--- config.mk ---
export PLATFORM = sky130hd
export DESIGN_NAME = temp_limit_event
export DESIGN_NICKNAME = d
export VERILOG_FILES = /design/src/rtl/tle_pkg.sv /design/src/rtl/tle_limit_bank.sv /design/src/rtl/tle_compare.sv /design/src/rtl/tle_alarm_out.sv /design/src/rtl/temp_limit_event.sv
export SDC_FILE = /design/constraint.sdc
export NUM_CORES = 1
export LEC_CHECK = 0
export BUFFER_PORTS_ARGS = -buffer_cell sky130_fd_sc_hd__buf_2
export CORE_MARGIN = 5
export CORE_UTILIZATION = 35
export DETAILED_ROUTE_END_ITERATION = 12
export PLACE_DENSITY_LB_ADDON = 0.1
export SLEW_MARGIN = 25
export SYNTH_ARGS = -nofsm -noshare
export SYNTH_HDL_FRONTEND = slang
export SYNTH_SLANG_ARGS = --single-unit
--- constraint.sdc ---
create_clock -name clk -period 2.35 [get_ports clk]
set_clock_uncertainty 0.2 [all_clocks]
set_input_delay 0.1175 -clock clk [delete_from_list [all_inputs] [get_ports clk]]
set_output_delay 0.1175 -clock clk [all_outputs]
set_load 0.005 [all_outputs]
--- src/rtl/tle_pkg.sv ---
package tle_pkg;

  // Limit selector codes; the order sets which register a write reaches.
  typedef enum logic [1:0] {
    SEL_UPPER = 2'b00,
    SEL_LOWER = 2'b01,
    SEL_CRIT  = 2'b10,
    SEL_NONE  = 2'b11
  } lim_sel_e;

  localparam int NUM_LIMITS = 3;

  typedef struct packed {
    logic crit;
    logic under_lo;
    logic over_hi;
  } flags_t;

  // Open-drain alarm: 1 means the pin is pulled low.
  function automatic logic alarm_level(input flags_t f, input logic en);
    return en & (f.crit | f.under_lo | f.over_hi);
  endfunction

endpackage

--- src/rtl/tle_limit_bank.sv ---
module tle_limit_bank #(
  parameter int W     = 12,
  parameter int N_LIM = tle_pkg::NUM_LIMITS,
  parameter int SEL_W = 2
) (
  input  logic                clk,
  input  logic                rst_n,
  input  logic                wr,
  input  logic [SEL_W-1:0]    sel,
  input  logic [W-1:0]        wdata,
  output logic [W-1:0]        lim_q [N_LIM]
);

  for (genvar g = 0; g < N_LIM; g++) begin : g_lim
    logic hit;
    assign hit = wr && (sel == SEL_W'(g));

    always_ff @(posedge clk or negedge rst_n) begin
      if (!rst_n)   lim_q[g] <= '0;
      else if (hit) lim_q[g] <= wdata;
    end
  end

endmodule

--- src/rtl/tle_compare.sv ---
module tle_compare #(
  parameter int W = 12
) (
  input  logic                clk,
  input  logic                rst_n,
  input  logic                smp_valid,
  input  logic [W-1:0]        smp_temp,
  input  logic [W-1:0]        lim_upper,
  input  logic [W-1:0]        lim_lower,
  input  logic [W-1:0]        lim_crit,
  output tle_pkg::flags_t     flags_q
);

  function automatic logic gt_signed(input logic [W-1:0] a, input logic [W-1:0] b);
    return $signed(a) > $signed(b);
  endfunction

  function automatic logic lt_signed(input logic [W-1:0] a, input logic [W-1:0] b);
    return $signed(a) < $signed(b);
  endfunction

  function automatic logic ge_signed(input logic [W-1:0] a, input logic [W-1:0] b);
    return $signed(a) >= $signed(b);
  endfunction

  tle_pkg::flags_t flags_d;

  always_comb begin
    flags_d.over_hi  = gt_signed(smp_temp, lim_upper);
    flags_d.under_lo = lt_signed(smp_temp, lim_lower);
    flags_d.crit     = ge_signed(smp_temp, lim_crit);
  end

  always_ff @(posedge clk or negedge rst_n) begin
    if (!rst_n)         flags_q <= '0;
    else if (smp_valid) flags_q <= flags_d;
  end

endmodule

--- src/rtl/tle_alarm_out.sv ---
module tle_alarm_out (
  input  tle_pkg::flags_t flags,
  input  logic            en,
  output logic            pull_low
);

  assign pull_low = tle_pkg::alarm_level(flags, en);

endmodule

--- src/rtl/temp_limit_event.sv ---
module temp_limit_event #(
  parameter int TEMP_W = 12,
  parameter int SEL_W  = 2
) (
  input  logic              clk,
  input  logic              rst_n,
  input  logic              smp_valid,
  input  logic [TEMP_W-1:0] smp_temp,
  input  logic              lim_wr,
  input  logic [SEL_W-1:0]  lim_sel,
  input  logic [TEMP_W-1:0] lim_wdata,
  input  logic              alarm_en,
  output logic              alarm_pull_low,
  output logic              flag_over_hi,
  output logic              flag_under_lo,
  output logic              flag_crit
);

  localparam int N_LIM   = tle_pkg::NUM_LIMITS;
  localparam int IDX_UP  = int'(tle_pkg::SEL_UPPER);
  localparam int IDX_LO  = int'(tle_pkg::SEL_LOWER);
  localparam int IDX_CR  = int'(tle_pkg::SEL_CRIT);

  logic [TEMP_W-1:0] lim_q [N_LIM];
  logic [TEMP_W-1:0] lim_upper_w;
  logic [TEMP_W-1:0] lim_lower_w;
  logic [TEMP_W-1:0] lim_crit_w;
  tle_pkg::flags_t   flags_w;

  tle_limit_bank #(.W(TEMP_W), .N_LIM(N_LIM), .SEL_W(SEL_W)) u_bank (
    .clk   (clk),
    .rst_n (rst_n),
    .wr    (lim_wr),
    .sel   (lim_sel),
    .wdata (lim_wdata),
    .lim_q (lim_q)
  );

  assign lim_upper_w = lim_q[IDX_UP];
  assign lim_lower_w = lim_q[IDX_LO];
  assign lim_crit_w  = lim_q[IDX_CR];

  tle_compare #(.W(TEMP_W)) u_cmp (
    .clk       (clk),
    .rst_n     (rst_n),
    .smp_valid (smp_valid),
    .smp_temp  (smp_temp),
    .lim_upper (lim_upper_w),
    .lim_lower (lim_lower_w),
    .lim_crit  (lim_crit_w),
    .flags_q   (flags_w)
  );

  tle_alarm_out u_alarm (
    .flags    (flags_w),
    .en       (alarm_en),
    .pull_low (alarm_pull_low)
  );

  assign flag_over_hi  = flags_w.over_hi;
  assign flag_under_lo = flags_w.under_lo;
  assign flag_crit     = flags_w.crit;

endmodule

==> metrics.md <==
| Metric | Value |
|---|---|
| Leak | `0.00140 µW` |
| Crit-path max FO | `5` |
| Max H-tree Level | `2` |
| CTS tree | `done` |
| Post-DP HPWL | `4080 µm` |
| GRT Total Usage | `13.2%` |
| Routed vias | `1729` |
| Status | `complete, no violations` |
| Number of synthesized flops with an enable pin | `0` |
| Tcrit/Tclk final | `84.4%` |
| Most frequent cell after synthesis | `dfrtp_1` |
| Final Setup Violations | `0` |
| R2R Setup Slk | `370 ps` |
| Fmax | `504 MHz` |
| Synth Register Bits | `39` |
| Clk pin slew, worst setup/hold paths | `70 ps` |
| Crit Reg-Reg Endpoint | `u_cmp.flags_q[2]$_DFFE_PN0P_` |
| Tmin final | `1980 ps` |
| R2R Path Start | `u_bank.lim_q[11]$_DFFE_PN0P_` |
| Peak supply drop | `0.000247 V` |
| Sequential share of power | `46.6%` |
| Port Buffers | `34` |
| Critical Path AT | `1960 ps` |
| Final Net Count | `346` |
| Worst slew pin tran | `448 ps` |
| Starting DRT DRC Count | `46` |
| RSZ-0062 raised after global routing | `no` |
| I/O pin cnt | `35` |
| Top FF cell, synth | `dfrtp_1` |
| Worst setup path end | `u_cmp.flags_q[2]$_DFFE_PN0P_` |
| FFs w/ async S/R, synth | `100%` |
| Clk sinks | `39` |
| Drt pass-1 iters | `4` |
| Setup CP Type | `flop to flop` |
| Critical path startpoint category | `flop` |
| Post-synth cell types | `32` |
| Drc violations | `0` |
| Ant. Diodes | `0` |
| Finished Core Util | `44.1%` |
| Wl on met1 | `2520 µm` |
| Largest net degree at the start of global routing | `24` |
| Synth Warn # | `0` |
| Post-synth top cells | `39 x dfrtp_1, 38 x inv_1, 35 x ha_1` |
| Max_cap viols | `0` |
| Net switching power | `571 µW` |
| Die ar. | `8410 µm²` |
| Vias in the first global route | `1797` |
| Starting Density | `36.4%` |
| Internal power | `1280 µW` |
| Syn Area/Cell | `10.4 µm²` |
| # rows | `29` |
| WHS | `99.7 ps` |
| CP endpoint kind | `flop` |
| Final Hold Viols | `0` |
| Clock latency on the worst-skew pair | `290 ps` |
| Vias per cell | `4.86` |
| Reg2reg path depth | `6` |
| Setup TNS | `0 ps` |
| GR Overflow Total | `0` |
| Yosys top cell by area | `dfrtp_1` |
| WP data required | `2320 ps` |
| Placed cell area | `2620 µm²` |
| Netlist Area Pre-Place | `2340 µm²` |
| Core Region | `6420 µm²` |
| Met2 wire length | `2470 µm` |
| Wire per inst | `14.7 µm` |
| Layout cell share with drive strength beyond 1 | `25.8%` |
| First-pass GRT wire length | `8720 µm` |
| Root buffer cell | `clkbuf_8` |
| Area contributors post-synth | `dfrtp_1 42%, ha_1 19%, mux2_2 12%` |
| Pwr per Cell Area | `653 nW/µm²` |
| Cts repair resizes | `0` |
| Total Wirelength | `5220 µm` |
| Final Cell Area | `2830 µm²` |
| Clock Path Buffers | `2` |
| Antenna-violating nets left | `0` |
| Top cell type's share of synthesized area | `41.8%` |
| Area Overhead vs Synth | `21.2%` |
| Highest Signal Layer | `met4` |
| Delay of the slowest cell on the worst path | `490 ps` |
| Crit-path cells | `inv_1, ha_1, a21oi_1, o21ai_0, or4_1, o311a_1` |
| CP Launch Point | `u_bank.lim_q[11]$_DFFE_PN0P_` |
| Die Ht | `91.7 µm` |
| Sequential element share of the synthesized area | `41.8%` |
| Syn nets | `291` |
| Fillers | `629` |
| Clock power share | `22.9%` |
| Initial antenna violation count | `0` |
| Combinational share of power | `30.5%` |
| CTS buffer count | `5` |
| Slowest-stage cell, CP | `or4_1` |
| Cell count after synthesis | `225` |
| Slew margin rel. | `70.1%` |
| HP Class | `primary input to asynchronous set/reset pin` |
| Max-slew violations | `0` |
| Die W | `91.7 µm` |
| Switch share | `30.9%` |
| GP Congestion | `0.774` |
| Met3 WL | `174 µm` |
## sequential cells by signal (all words and copies together), names as in the netlist
signal / cells
u_bank.lim_q: 36
u_cmp.flags_q: 3
## repair_timing
action,CTS,global route
hold endpoints to repair,54,0
buffers inserted,0,0
hold buffers,14,0
## power by group through the flow
stage	Combinational (µW)	Sequential (µW)	Clock, µW
after floorplan	382	857	0
after detailed placement	554	877	0
after global routing	656	876	466
after global placement	555	872	0
final	563	861	424
after CTS	576	863	442
## placed cells by master, fill, tap and decap left out, types with 2 or more instances in the layout
cell type | netlist | final
a211oi_1 | 2 | 2
a21o_1 | 2 | 2
a21oi_1 | 13 | 13
buf_2 | 3 | 34
buf_4 | 0 | 4
clkbuf_8 | 0 | 5
dfrtp_1 | 39 | 39
dlygate4sd3_1 | 0 | 14
ha_1 | 35 | 35
inv_1 | 38 | 38
mux2_2 | 25 | 25
nand2_1 | 17 | 17
nand3_1 | 2 | 2
nand3b_1 | 2 | 2
nand4_1 | 8 | 8
nor2_1 | 4 | 4
o21ai_0 | 15 | 15
o311ai_0 | 3 | 3
## worst min-delay path by stage
stage	depth (start not counted)	endpoint	slack, ps
after floorplan	0	u_bank.lim_q[0]$_DFFE_PN0P_	-380
after global placement	1	u_bank.lim_q[34]$_DFFE_PN0P_	-120
after detailed placement	1	u_bank.lim_q[34]$_DFFE_PN0P_	-110
after CTS	2	u_bank.lim_q[33]$_DFFE_PN0P_	110
after global routing	2	u_bank.lim_q[33]$_DFFE_PN0P_	150
final	2	u_bank.lim_q[34]$_DFFE_PN0P_	100
## layout make-up
class	instances	area [µm²]	share of cell area [%]
multi-input cells	144	1200	42.5
flip-flops and latches	39	976	34.5
repair buffers	52	340	12.0
inverters	38	143	5.04
well taps	77	96.3	3.40
clock buffers	6	72.6	2.56
## worst max-delay path: cells and delay by family, from the launching register on
family                     cells  cell delay, ps
DFF                            1             350
buffers and inverters          1              50
AOI/OAI and AO/OA              3             430
adders and majority gates      1             340
and+or+nand+nor                1             490
## through the flow
stage	instances	worst slack (ps)	total power, µW
2_1_floorplan	225	472	1240
3_3_place_gp	336	400	1430
3_5_place_dp	336	393	1430
4_1_cts	356	380	1880
5_1_grt	356	265	2000
6_report	356	367	1850
## cells by family (layout without fill, tap and decap cells)
kind of cell | Yosys count | in the layout | synth area share (%)
buf+inv | 42 | 96 | 6.91
simple gates | 41 | 41 | 9.11
fa+ha+maj | 35 | 35 | 18.7
compound gates | 43 | 43 | 11.4
mux | 25 | 25 | 12.1
flops | 39 | 39 | 41.8
## routing by layer
metal  track usage (%)  vias up
li1                  -      893
met1              17.0      806
met2              22.3       23
met3              2.86        7
met4              4.08        0
met5                 0        -
Note: power is estimated with default switching activity, not from simulation.
